File: src/rtl/pe_pkg.sv
package pe_pkg;
  localparam int OP_W  = 5;
  localparam int N_OPS = 26;

  typedef enum logic [2:0] {
    U_ZERO = 3'd0,
    U_MOV  = 3'd1,
    U_CMP  = 3'd2,
    U_SHF  = 3'd3,
    U_LOG  = 3'd4,
    U_ARI  = 3'd5,
    U_RSV  = 3'd6
  } unit_e;

  // highest set opcode bit selects the unit
  function automatic unit_e unit_of(input logic [OP_W-1:0] op);
    unit_e u;
    if (int'(op) >= N_OPS) u = U_RSV;
    else if (op[4])        u = U_ARI;
    else if (op[3])        u = U_LOG;
    else if (op[2])        u = U_SHF;
    else if (op[1])        u = U_CMP;
    else if (op[0])        u = U_MOV;
    else                   u = U_ZERO;
    return u;
  endfunction
endpackage

File: src/rtl/pe_cfg.sv
module pe_cfg
  import pe_pkg::*;
(
  input  logic            clk_i,
  input  logic            rst_ni,
  input  logic            cfg_load_i,
  input  logic [OP_W-1:0] cfg_op_i,
  output unit_e           sel_o,
  output logic            cmp_cfg_o,
  output logic [1:0]      shf_cfg_o,
  output logic [2:0]      log_cfg_o,
  output logic [3:0]      ari_cfg_o
);
  unit_e nxt_unit;
  assign nxt_unit = unit_of(cfg_op_i);

  always_ff @(posedge clk_i or negedge rst_ni) begin
    if (!rst_ni) sel_o <= U_ZERO;
    else if (cfg_load_i) sel_o <= nxt_unit;
  end

  // per-unit config registers: each loads only for its own unit
  always_ff @(posedge clk_i or negedge rst_ni) begin
    if (!rst_ni) cmp_cfg_o <= 1'b0;
    else if (cfg_load_i && nxt_unit == U_CMP) cmp_cfg_o <= cfg_op_i[0];
  end

  always_ff @(posedge clk_i or negedge rst_ni) begin
    if (!rst_ni) shf_cfg_o <= '0;
    else if (cfg_load_i && nxt_unit == U_SHF) shf_cfg_o <= cfg_op_i[1:0];
  end

  always_ff @(posedge clk_i or negedge rst_ni) begin
    if (!rst_ni) log_cfg_o <= '0;
    else if (cfg_load_i && nxt_unit == U_LOG) log_cfg_o <= cfg_op_i[2:0];
  end

  always_ff @(posedge clk_i or negedge rst_ni) begin
    if (!rst_ni) ari_cfg_o <= '0;
    else if (cfg_load_i && nxt_unit == U_ARI) ari_cfg_o <= cfg_op_i[3:0];
  end
endmodule

File: src/rtl/pe_bitops.sv
module pe_bitops #(
  parameter int W = 16
) (
  input  logic [W-1:0] a_i,
  input  logic [W-1:0] b_i,
  input  logic         cmp_cfg_i,
  input  logic [1:0]   shf_cfg_i,
  input  logic [2:0]   log_cfg_i,
  output logic [W-1:0] cmp_res_o,
  output logic [W-1:0] shf_res_o,
  output logic [W-1:0] log_res_o
);
  localparam int SH_W = $clog2(W);

  logic [SH_W-1:0] sh;
  logic [2*W-1:0]  dbl;
  logic            cmp_bit;

  assign sh  = b_i[SH_W-1:0];
  assign dbl = {a_i, a_i} << sh;

  assign cmp_bit   = cmp_cfg_i ? (a_i == b_i) : ($signed(a_i) < $signed(b_i));
  assign cmp_res_o = {{(W-1){1'b0}}, cmp_bit};

  always_comb begin
    unique case (shf_cfg_i)
      2'd0:    shf_res_o = dbl[W-1:0];
      2'd1:    shf_res_o = a_i >> sh;
      2'd2:    shf_res_o = W'($signed(a_i) >>> sh);
      default: shf_res_o = dbl[2*W-1:W];
    endcase
  end

  always_comb begin
    unique case (log_cfg_i)
      3'd0:    log_res_o = ~a_i;
      3'd1:    log_res_o = a_i & b_i;
      3'd2:    log_res_o = a_i | b_i;
      3'd3:    log_res_o = a_i ^ b_i;
      3'd4:    log_res_o = ~(a_i & b_i);
      3'd5:    log_res_o = ~(a_i | b_i);
      3'd6:    log_res_o = ~(a_i ^ b_i);
      default: log_res_o = a_i & ~b_i;
    endcase
  end
endmodule

File: src/rtl/pe_arith.sv
module pe_arith #(
  parameter int W        = 16,
  parameter bit HAS_MULT = 1'b1
) (
  input  logic [W-1:0] a_i,
  input  logic [W-1:0] b_i,
  input  logic [W-1:0] c_i,
  input  logic [3:0]   ari_cfg_i,
  output logic [W-1:0] res_o,
  output logic         mult_ill_o
);
  localparam int XW = W + 2;
  typedef logic signed [XW-1:0] xw_t;
  localparam xw_t SMAX = {3'b000, {(W-1){1'b1}}};
  localparam xw_t SMIN = {3'b111, {(W-1){1'b0}}};

  function automatic logic [W-1:0] sat(input xw_t v);
    if (v > SMAX)      return SMAX[W-1:0];
    else if (v < SMIN) return SMIN[W-1:0];
    else               return v[W-1:0];
  endfunction

  xw_t sa, sb, sum, dif, abs_a, abs_d;
  logic         lt;
  logic [W-1:0] mul_lo;
  logic         is_mul;

  assign sa    = {{2{a_i[W-1]}}, a_i};
  assign sb    = {{2{b_i[W-1]}}, b_i};
  assign sum   = sa + sb;
  assign dif   = sa - sb;
  assign abs_a = sa[XW-1]  ? -sa  : sa;
  assign abs_d = dif[XW-1] ? -dif : dif;
  assign lt    = $signed(a_i) < $signed(b_i);

  generate
    if (HAS_MULT) begin : g_mult
      assign mul_lo = a_i * b_i;
    end else begin : g_no_mult
      assign mul_lo = '0;
    end
  endgenerate

  assign is_mul     = (ari_cfg_i == 4'd8) || (ari_cfg_i == 4'd9);
  assign mult_ill_o = !HAS_MULT && is_mul;

  always_comb begin
    res_o = '0;
    if (!mult_ill_o) begin
      unique case (ari_cfg_i)
        4'd0:    res_o = sum[W-1:0];
        4'd1:    res_o = dif[W-1:0];
        4'd2:    res_o = sat(sum);
        4'd3:    res_o = sat(dif);
        4'd4:    res_o = sat(abs_a);
        4'd5:    res_o = sat(abs_d);
        4'd6:    res_o = lt ? a_i : b_i;
        4'd7:    res_o = lt ? b_i : a_i;
        4'd8:    res_o = mul_lo;
        4'd9:    res_o = mul_lo + c_i;
        default: res_o = '0;
      endcase
    end
  end
endmodule

File: src/rtl/pe_cell.sv
module pe_cell
  import pe_pkg::*;
#(
  parameter int DATA_W   = 16,
  parameter bit HAS_MULT = 1'b1
) (
  input  logic              clk_i,
  input  logic              rst_ni,
  input  logic              cfg_load_i,
  input  logic [OP_W-1:0]   cfg_op_i,
  input  logic              in_vld_i,
  input  logic [DATA_W-1:0] a_i,
  input  logic [DATA_W-1:0] b_i,
  input  logic              c_load_i,
  input  logic [DATA_W-1:0] c_i,
  output logic [DATA_W-1:0] res_o,
  output logic              res_vld_o,
  output logic              ill_o
);
  unit_e             sel;
  logic              cmp_cfg;
  logic [1:0]        shf_cfg;
  logic [2:0]        log_cfg;
  logic [3:0]        ari_cfg;
  logic [DATA_W-1:0] a_q, b_q, c_q;
  logic              vld_q;
  logic [DATA_W-1:0] cmp_res, shf_res, log_res, ari_res;
  logic              mult_ill;
  logic [DATA_W-1:0] nxt_res;
  logic              nxt_ill;

  pe_cfg u_cfg (
    .clk_i      (clk_i),
    .rst_ni     (rst_ni),
    .cfg_load_i (cfg_load_i),
    .cfg_op_i   (cfg_op_i),
    .sel_o      (sel),
    .cmp_cfg_o  (cmp_cfg),
    .shf_cfg_o  (shf_cfg),
    .log_cfg_o  (log_cfg),
    .ari_cfg_o  (ari_cfg)
  );

  // operand registers A, B and C
  always_ff @(posedge clk_i or negedge rst_ni) begin
    if (!rst_ni) begin
      a_q   <= '0;
      b_q   <= '0;
      vld_q <= 1'b0;
    end else begin
      vld_q <= in_vld_i;
      if (in_vld_i) begin
        a_q <= a_i;
        b_q <= b_i;
      end
    end
  end

  always_ff @(posedge clk_i or negedge rst_ni) begin
    if (!rst_ni) c_q <= '0;
    else if (c_load_i) c_q <= c_i;
  end

  pe_bitops #(.W(DATA_W)) u_bit (
    .a_i       (a_q),
    .b_i       (b_q),
    .cmp_cfg_i (cmp_cfg),
    .shf_cfg_i (shf_cfg),
    .log_cfg_i (log_cfg),
    .cmp_res_o (cmp_res),
    .shf_res_o (shf_res),
    .log_res_o (log_res)
  );

  pe_arith #(.W(DATA_W), .HAS_MULT(HAS_MULT)) u_ari (
    .a_i        (a_q),
    .b_i        (b_q),
    .c_i        (c_q),
    .ari_cfg_i  (ari_cfg),
    .res_o      (ari_res),
    .mult_ill_o (mult_ill)
  );

  always_comb begin
    nxt_ill = 1'b0;
    unique case (sel)
      U_ZERO:  nxt_res = '0;
      U_MOV:   nxt_res = a_q;
      U_CMP:   nxt_res = cmp_res;
      U_SHF:   nxt_res = shf_res;
      U_LOG:   nxt_res = log_res;
      U_ARI: begin
        nxt_res = ari_res;
        nxt_ill = mult_ill;
      end
      default: begin
        nxt_res = res_o;
        nxt_ill = 1'b1;
      end
    endcase
  end

  // temporary-result register
  always_ff @(posedge clk_i or negedge rst_ni) begin
    if (!rst_ni) begin
      res_o     <= '0;
      ill_o     <= 1'b0;
      res_vld_o <= 1'b0;
    end else begin
      res_vld_o <= vld_q;
      if (vld_q) begin
        res_o <= nxt_res;
        ill_o <= nxt_ill;
      end
    end
  end
endmodule

File: config.mk
export PLATFORM = sky130hd
export DESIGN_NAME = pe_cell
export DESIGN_NICKNAME = d
export VERILOG_FILES = /design/src/rtl/pe_pkg.sv /design/src/rtl/pe_cfg.sv /design/src/rtl/pe_bitops.sv /design/src/rtl/pe_arith.sv /design/src/rtl/pe_cell.sv
export SDC_FILE = /design/constraint.sdc
export NUM_CORES = 1
export LEC_CHECK = 0
export ABC_AREA = 1
export BUFFER_PORTS_ARGS = -buffer_cell sky130_fd_sc_hd__buf_4
export CORE_UTILIZATION = 35
export CTS_BUF_LIST = sky130_fd_sc_hd__clkbuf_2 sky130_fd_sc_hd__clkbuf_4 sky130_fd_sc_hd__clkbuf_8
export DETAILED_ROUTE_END_ITERATION = 6
export PLACE_DENSITY = 0.57
export SLEW_MARGIN = 20
export SYNTH_ARGS = -nofsm -noshare
export SYNTH_HDL_FRONTEND = slang
export SYNTH_SLANG_ARGS = --single-unit
File: constraint.sdc
create_clock -name clk_i -period 17.2 [get_ports clk_i]
set_input_delay 2.58 -clock clk_i [delete_from_list [all_inputs] [get_ports clk_i]]
set_output_delay 2.58 -clock clk_i [all_outputs]
set_load 0.005 [all_outputs]
### Word-level counts from Yosys, hierarchy flattened

Cells that the tools add are included.

| storage, ports and cells | value |
|---|---|
| bits in registers | 80 |
| RAM bits | 0 |
| word-level logic and storage cells | 102 |
| memories | 0 |
| input bits | 58 |
| bits in latches | 0 |
| output and inout bits | 18 |
| memory bits (read-only) | 0 |

| cells by class | value |
|---|---|
| shift-type cells | 3 |
| eq/ne operators | 27 |
| magnitude comparators | 10 |
| add/subtract/negate cells | 5 |
| multiplexer cells | 24 |
| bitwise operators | 9 |
| multipliers | 1 |
| divide/modulo/power cells | 0 |
| reduce and logical (&&, ||, !) cells | 11 |

Operators with widths:

| operator | number |
|---|---|
| 16-bit two-way mux | 10 |
| 16-bit one-hot mux with 10 select lines | 1 |
| 16-bit one-hot mux with 7 select lines | 1 |
| 16-bit one-hot mux with 6 select lines | 1 |
| 16-bit NOT | 5 |
| 18-bit by 16-bit > comparator with 1-bit output (second input constant) | 4 |
| 18-bit by 16-bit less-than comparator with 1-bit output (second input constant) | 4 |
| 16-bit one-hot mux with 3 select lines | 1 |
| 18-bit two-way mux | 2 |
| 16-bit AND | 2 |
| 32-bit by 4-bit left shift with 32-bit output | 1 |
| 3-bit == test (second input constant) | 7 |
| 3-bit by 2-bit == test with 1-bit output (second input constant) | 6 |
| 16-bit negation with 18-bit output | 1 |
| 18-bit negation | 1 |
| 16-bit by 16-bit adder with 17-bit output | 1 |
| 16-bit by 16-bit subtractor with 17-bit output | 1 |
| 16-bit adder | 1 |
| 16-bit == test | 1 |
| 4-bit by 3-bit == test with 1-bit output (second input constant) | 4 |
| 16-bit less-than comparator | 1 |
| 16-bit by 16-bit multiplier with 16-bit output | 1 |
| 16-bit OR | 1 |
| 16-bit by 4-bit right shift with 16-bit output | 1 |
| 18 further kinds | 31 |

### Logic depth before layout (Yosys ltp)

Gate-level depths: netlist of the first run.

| depth | value |
|---|---|
| depth in word-level cells | 8 |
| mapped depth | 44 |
| depth with buffers taken out | 40 |

### By module

Synthesis of the first run repeated with hierarchy kept, for this count alone.

| unflattened totals | value |
|---|---|
| cells, all modules | 2847 |
| area total of the unflattened synthesis | 17623.2 µm² |

By module, submodules not included:

| module | cells an instance | area an instance (µm²) | sequential area each (µm²) | instances |
|---|---|---|---|---|
| pe_arith | 1673 | 9710.6 | 0.0 | 1 |
| pe_bitops | 732 | 3921.3 | 0.0 | 1 |
| pe_cell | 365 | 3368.2 | 1676.6 | 1 |
| pe_cfg | 77 | 623.1 | 325.3 | 1 |

### Worst setup path before layout of the first run

OpenSTA, ideal clock, no wires.

| timing | value |
|---|---|
| kind | reg2reg |
| from | reg b_q[1] |
| to | reg res_o[14] |
| period minus slack after synthesis | 7.086 ns |
| path buffers | 4 |
| data arrival time | 6.969 ns |
| path slack | 10.114 ns |
| library setup time | 0.117 ns |
| stages on the path, launching flop included | 35 |
| data required time | 17.083 ns |
| cell sequence | dfrtp_1 clkbuf_1 clkbuf_1 clkbuf_1 buf_1 nand2_1 fa_1 fa_1 fa_1 inv_1 ha_1 fa_1 inv_1 fa_1 inv_1 ha_1 a21oi_1 o21ai_0 a21oi_1 o21bai_1 or2_2 nand2_1 inv_1 ha_1 a21oi_1 o31ai_1 a21oi_1 nand2_1 or2_2 nand3_1 nand4_1 nand2_1 nand2_1 nand2_1 nand2_1 |

| between the ends | value |
|---|---|
| word-level cells in the longest chain between the ends | 8 |
| elaborated cells on any way between the ends | 27 |
| classes of those cells | 4 x add/sub; 1 x mul; 7 x order compare; 3 x shift; 12 x mux |

Ends and longest elaborated chain:

| item | line | text |
|---|---|---|
| start: declaration | pe_cell.sv:25 | `logic [DATA_W-1:0] a_q, b_q, c_q;` |
| start signal: assignment | pe_cell.sv:54 | `b_q <= b_i;` |
| 16-bit by 16-bit subtractor with 17-bit output | pe_arith.sv:31 | `assign dif = sa - sb;` |
| 18-bit negation | pe_arith.sv:33 | `assign abs_d = dif[XW-1] ? -dif : dif;` |
| 18-bit two-way mux | pe_arith.sv:33 |  |
| 18-bit by 16-bit less-than comparator with 1-bit output | pe_arith.sv:19 | `else if (v < SMIN) return SMIN[W-1:0];` |
| 16-bit two-way mux | pe_arith.sv:19 |  |
| 16-bit two-way mux | pe_arith.sv:18 | `if (v > SMAX) return SMAX[W-1:0];` |
| 16-bit one-hot mux with 10 select lines | pe_arith.sv:50 | `unique case (ari_cfg_i)` |
| 16-bit one-hot mux with 6 select lines (*) | pe_cell.sv:86 | `unique case (sel)` |
| end signal: assignment | pe_cell.sv:112 | `res_o <= nxt_res;` |
| end: declaration | pe_cell.sv:16 | `output logic [DATA_W-1:0] res_o,` |

Every way passes the cells marked *; elsewhere a longest branch is shown, timed or not.
A chain may end at the register's enable or synchronous reset.

### Final worst setup path of the first run

| timing | value |
|---|---|
| from | reg a_q[4] |
| to | reg res_o[15] |

| between the ends | value |
|---|---|
| word-level cells in the longest chain between the ends | 8 |
| elaborated cells on any way between the ends | 33 |
| classes of those cells | 5 x add/sub; 1 x mul; 9 x order compare; 3 x shift; 15 x mux |

Ends and longest elaborated chain:

| item | line | text |
|---|---|---|
| start: declaration | pe_cell.sv:25 |  |
| start signal: assignment | pe_cell.sv:53 | `a_q <= a_i;` |
| 16-bit by 16-bit subtractor with 17-bit output | pe_arith.sv:31 |  |
| 18-bit negation | pe_arith.sv:33 |  |
| 18-bit two-way mux | pe_arith.sv:33 |  |
| 18-bit by 16-bit less-than comparator with 1-bit output | pe_arith.sv:19 |  |
| 16-bit two-way mux | pe_arith.sv:19 |  |
| 16-bit two-way mux | pe_arith.sv:18 |  |
| 16-bit one-hot mux with 10 select lines | pe_arith.sv:50 |  |
| 16-bit one-hot mux with 6 select lines (*) | pe_cell.sv:86 |  |

Marks and branches as above.

==> results of run 1 <==
## registers in the layout, summed over array words and instances, names as in the netlist
name             cells
a_q                 16
b_q                 16
c_q                 16
ill_o                1
res_o               16
res_vld_o            1
u_cfg.ari_cfg_o      4
u_cfg.cmp_cfg_o      1
u_cfg.log_cfg_o      3
u_cfg.sel_o          3
u_cfg.shf_cfg_o      2
vld_q                1
## report_power, final
part	leakage [nW]	internal [mW]	switching, mW
clock	0.103	0.0700	0.0947
combinational	7.59	0.710	1.41
sequential	0.988	0.213	0.0416
## layout by cell type (no fill, tap or decap), drive strengths merged, types with 6 or more instances in the layout
| master | count |
|---|---|
| nand2 | 671 |
| inv | 420 |
| o21ai | 201 |
| a21oi | 162 |
| nor2 | 138 |
| ha | 116 |
| nand3 | 112 |
| buf | 102 |
| fa | 83 |
| dfrtp | 80 |
| xor2 | 47 |
| o22ai | 40 |
| nor3 | 37 |
| nand4 | 33 |
| o211ai | 28 |
| o221ai | 19 |
| mux2 | 14 |
| a31oi | 11 |
| o32ai | 10 |
| xnor2 | 10 |
| or2 | 10 |
| clkinv | 9 |
| nand3b | 9 |
| clkbuf | 9 |
| a211oi | 8 |
| mux2i | 6 |
## final cells by class
cell class	instances	area, um^2	share of cell area (%)
clock buffers	9	124	0.753
clock inverters	7	83.8	0.510
inverters	424	1600	9.70
multi-input cells	1809	11100	67.8
flip-flops and latches	80	2000	12.2
well taps	585	732	4.45
repair buffers	102	766	4.65
## logic make-up after synthesis
family / Yosys count / synth area share (%)
AND/OR/NAND/NOR: 1015 / 28.1
buffers and inverters: 541 / 13.9
AO/OA/AOI/OAI: 518 / 19.7
adder cells (fa/ha/maj): 199 / 20.4
flip-flops: 80 / 13.1
XOR/XNOR: 57 / 3.32
multiplexers: 20 / 1.43
## final timing paths
kind | start | end | slack, ns
max | a_q[4]$_DFFE_PN0P_ | res_o[15]$_DFFE_PN0P_ | 9.49
min | vld_q$_DFF_PN0_ | res_vld_o$_DFF_PN0_ | 0.41
max reg2reg | a_q[4]$_DFFE_PN0P_ | res_o[15]$_DFFE_PN0P_ | 9.49
min reg2reg | vld_q$_DFF_PN0_ | res_vld_o$_DFF_PN0_ | 0.41
max in group asynchronous | rst_ni | c_q[1]$_DFFE_PN0P_ | 13.99
min in group asynchronous | rst_ni | res_o[12]$_DFFE_PN0P_ | 2.15
## per-layer routing
layer | up-vias | GRT usage, %
met5 | - | 0
met2 | 886 | 48.5
met3 | 167 | 5.83
met4 | 0 | 15.1
li1 | 7834 | -
met1 | 8017 | 41.3
## through the flow
| step | util [%] | std cells | power, mW |
|---|---|---|---|
| 2_1_floorplan | - | 2430 | 1.71 |
| 3_3_place_gp | 37.7 | 3000 | 2.32 |
| 3_5_place_dp | 37.7 | 3000 | 2.33 |
| 4_1_cts | 38.2 | 3016 | 2.51 |
| 5_1_grt | 38.2 | 3016 | 2.80 |
| 6_report | 38.2 | 3016 | 2.54 |
==> flow_summary.yaml, run 1 <==
setup_path:
  start_kind: "flip-flop"
  rr_worst_depth: 33
  cp_slowest_cell: "dfrtp_1"
  path_buf_inv: 6
  crit_type: "flip-flop to flip-flop"
  worst_path_most_repeated_cell: "nand2_1"
  crit_family: "adder cells"
  arrival_ns: 8.08
  required_ns: 17.58
  end_kind: "flip-flop"
  slowest_delay_ns: 0.68
  path_max_fanout: 20
  cp_num_cells: 33
global_route:
  grt_max_degree: 66
  grt_overflow_total: 0
  grt_pass1_wl_um: 102000
  grt_pass1_vias: 15900
  antenna_found_initial: 0
  globalRouteTotalUtil_pct: 31.1
floorplanning:
  io_pins: 76
  fp.dieH_um: 211
  die_area_mm2: 0.0445
  core-area_mm2: 0.0431
  initial_utilization_pct: 35.5
  row_count: 76
  dieWidth_um: 211
placement:
  dp_slack_ns: 9.75
  dp_hpwl_um: 55000
  placed_area_mm2: 0.0162
  numPortBuffers: 75
  routabilityCongestion: 1.02
synthesis:
  syn_inst: 2430
  synth_edf_count: 0
  yosys_warnings: 0
  async_flop_share_pct: 100
  avgSynthCellArea_um2: 6.29
  ys.flop_type: "dfrtp_1"
  post-synth-top-count-cell: "nand2_1"
  synthDistinctLibCells: 63
  netlist_area_mm2: 0.0153
  synth_top_area_share_pct: 16.0
  ys_top_cells_by_count: "652 x nand2_1, 396 x inv_1, 187 x o21ai_0"
  synth.area.top_cells: "nand2_1 16%, dfrtp_1 13%, fa_1 11%"
  ys_seq_area_share_pct: 13.1
  ys_ff_latch: 80
  synth_fp_nets: 2687
  yosysTopAreaCell: "nand2_1"
timing:
  max_clock_freq_mhz: 130
  whs_ns: 0.408
  min_period_ns: 7.71
  worst_slack_ns: 9.49
  slew_violations: 0
  finalSetupViolCount: 0
  setup_tns_ns: 0
  final.period_utilization_pct: 44.8
  skew_ns: 0.0309
  worst_slew_pin_slew_ns: 1.06
  final_hold_viol_count: 0
  relSlewSlack_pct: 28.9
  rsz0062_at_grt: "no"
clock_tree:
  holdBufCountCts: 0
  post_cts_resized: 0
  clockBufferDepth: 2
  htree_levels: 3
  path_clk_slew_ns: 0.13
  clockRootBuffer: "clkbuf_8"
  tritoncts: "built"
  post_cts_buffers: 0
  cts_buffers: 9
  clkLatencyLatePin_ns: 0.45
  clkSinkCount: 80
pwr:
  p_leak_nw: 8.68
  max-vdd-ir-drop_mv: 0.134
  p_per_area_mw_per_mm2: 154
routing:
  initialDrtViolationCount: 1708
  dr_wl_met3_um: 5940
  viasPerCell: 5.60
  vias: 16900
  met1_length_um: 29300
  topRoutingLayerUsed: "met4"
  drt_wl_total_um: 69100
  wire_per_inst_um: 22.9
  wl_met2_um: 30300
  post-route-drc-count: 0
  drt-pass1-iter-count: 6
  drtAntennaViolNets: 0
cells_and_area:
  drive_gt1_share_pct: 8.56
  fin_area_mm2: 0.0165
  layout.nets: 2683
  n_antenna_cell: 0
  fill_cells: 4662
  area_growth_pct: 7.72
outcome:
  status: "complete, no violations"
job:
  maxCapViolCount: 0
worst_hold_path:
  hp-class: "flip-flop to flip-flop"
  holdPathStages: 0
Power figures use the tool's default switching activity.
==> run 2: changes to the inputs <==
clock period = 8 ns   (was 17.2 ns; I/O delays follow)
==> run 2 against run 1 <==
  * Die area is the same
  * Largest power group unchanged
  * Worst hold slack improved by 0.022 ns
  * Sequential power is 120% higher
  * Sequential share of layout area is essentially flat
  * Critical path type unchanged
  * Non-clock buffer count increased by 8
  * Final cell count rose by 0.27%
  * Clock skew about the same
  * Routed wire length grew 3.9%
  * Critical path depth fell by 3
  * Global-route usage is 1.2 points higher
  * Combinational power grew 110%
==> flow_summary.yaml, run 2 (synthesis results as in run 1) <==
outcome:
  status: "complete, no violations"
timing:
  final_hold_viol_count: 0
  skew_ns: 0.0313
  max_clock_freq_mhz: 136
  min_period_ns: 7.36
  worst_slew_pin_slew_ns: 1.13
  finalSetupViolCount: 0
  relSlewSlack_pct: 24.4
  slew_violations: 0
  final.period_utilization_pct: 91.9
  rsz0062_at_grt: "no"
  setup_tns_ns: 0
setup_path:
  path_buf_inv: 6
  regToRegSetupSlack_ns: 0.64
  path_max_fanout: 18
  rr_worst_depth: 30
  reg2reg_from: "a_q[6]$_DFFE_PN0P_"
  arrival_ns: 7.67
  crit_family: "adder cells"
  cp_slowest_cell: "dfrtp_1"
  r2r-end: "res_o[14]$_DFFE_PN0P_"
  start_kind: "flip-flop"
  crit_type: "flip-flop to flip-flop"
  required_ns: 8.31
  slowest_delay_ns: 0.90
  end_kind: "flip-flop"
global_route:
  grt_overflow_total: 0
  globalRouteTotalUtil_pct: 32.3
  grt_pass1_vias: 16100
  antenna_found_initial: 0
  grt_max_degree: 66
  grt_pass1_wl_um: 105000
cells_and_area:
  layout_common_cells: "652 x nand2_1, 396 x inv_1, 187 x o21ai_0"
  area_growth_pct: 8.15
  layout.nets: 2691
  n_antenna_cell: 0
  drive_gt1_share_pct: 8.90
  final_common_cell: "nand2_1"
  stdcell_count: 3024
pwr:
  max-vdd-ir-drop_mv: 0.316
  p_per_area_mw_per_mm2: 330
  p_total_mw: 5.45
  p_leak_nw: 8.73
clock_tree:
  clockRootBuffer: "clkbuf_8"
  htree_levels: 3
  clkSinkCount: 80
  tritoncts: "built"
  post_cts_buffers: 0
  clockBufferDepth: 2
  cts_buffers: 9
  holdBufCountCts: 0
  path_clk_slew_ns: 0.13
  clkLatencyLatePin_ns: 0.44
  post_cts_resized: 0
job:
  maxCapViolCount: 0
placement:
  dp_hpwl_um: 57300
  numPortBuffers: 75
  dp.cells: 3008
  routabilityCongestion: 1.05
routing:
  initialDrtViolationCount: 1816
  wl_met2_um: 31400
  vias: 17100
  post-route-drc-count: 0
  dr_wl_met3_um: 6180
  drt_wl_total_um: 71800
  viasPerCell: 5.66
  wire_per_inst_um: 23.7
  topRoutingLayerUsed: "met4"
  drt-pass1-iter-count: 6
  drtAntennaViolNets: 0
  met1_length_um: 30300
worst_hold_path:
  hold_end: "res_vld_o$_DFF_PN0_"
  min-delay-start: "vld_q$_DFF_PN0_"
  hp-class: "flip-flop to flip-flop"
  holdPathStages: 0
floorplanning:
  io_pins: 76
  core-area_mm2: 0.0431
  die_area_mm2: 0.0445
  fp.dieH_um: 211
  initial_utilization_pct: 35.5
  dieWidth_um: 211
  row_count: 76
==> run 2: layer usage <==
metal  vias up  global-route usage [%]
li1       7854                       -
met1      8202                    43.3
met2       905                    50.1
met3       164                    5.28
met4         0                    16.6
met5         -                       0
==> run 2: worst max-delay path by stage <==
stage / from / end / slack (ns) / cells after the start
floorplan: b_q[1]$_DFFE_PN0P_ / res_o[14]$_DFFE_PN0P_ / 0.91 / 34
global route: a_q[6]$_DFFE_PN0P_ / res_o[14]$_DFFE_PN0P_ / 0.35 / 30
finish: a_q[6]$_DFFE_PN0P_ / res_o[14]$_DFFE_PN0P_ / 0.64 / 30
CTS: a_q[6]$_DFFE_PN0P_ / res_o[14]$_DFFE_PN0P_ / 0.72 / 30
detailed placement: a_q[6]$_DFFE_PN0P_ / res_o[14]$_DFFE_PN0P_ / 0.79 / 30
global placement: a_q[6]$_DFFE_PN0P_ / res_o[14]$_DFFE_PN0P_ / 0.80 / 30
==> run 2: power by group <==
group	total (mW)	switching, mW	internal, mW	leakage, nW
Sequential	0.563	0.106	0.458	0.988
Combinational	4.53	3.00	1.53	7.63
Clock	0.360	0.208	0.151	0.104
==> run 2: worst reg2reg max path: cells and delay by family (launching register included) <==
family | cells | cell delay [ns]
simple gates | 10 | 1.27
buf+inv | 6 | 0.45
flops | 1 | 0.90
fa+ha+maj | 9 | 4.02
compound gates | 5 | 0.60
==> run 2: layout make-up <==
class | count | area, um^2
Multi-Input combinational cell | 1809 | 11200
Timing Repair Buffer | 110 | 826
Fill cell | 4751 | 26600
Sequential cell | 80 | 2000
Tap cell | 585 | 732
Inverter | 424 | 1600
Clock buffer | 9 | 124
Clock inverter | 7 | 86.3
==> run 2: through the flow <==
step | utilization (%) | hold WS [ns] | setup WS, ns | instance area [um^2]
finish | 38.3 | 0.430 | 0.645 | 16500
global route | 38.3 | 0.440 | 0.346 | 16500
CTS | 38.3 | 0.438 | 0.720 | 16500
detailed placement | 37.9 | 0.414 | 0.790 | 16300
global placement | 37.9 | 0.417 | 0.801 | 16300
floorplan | - | 0.374 | 0.914 | 15300
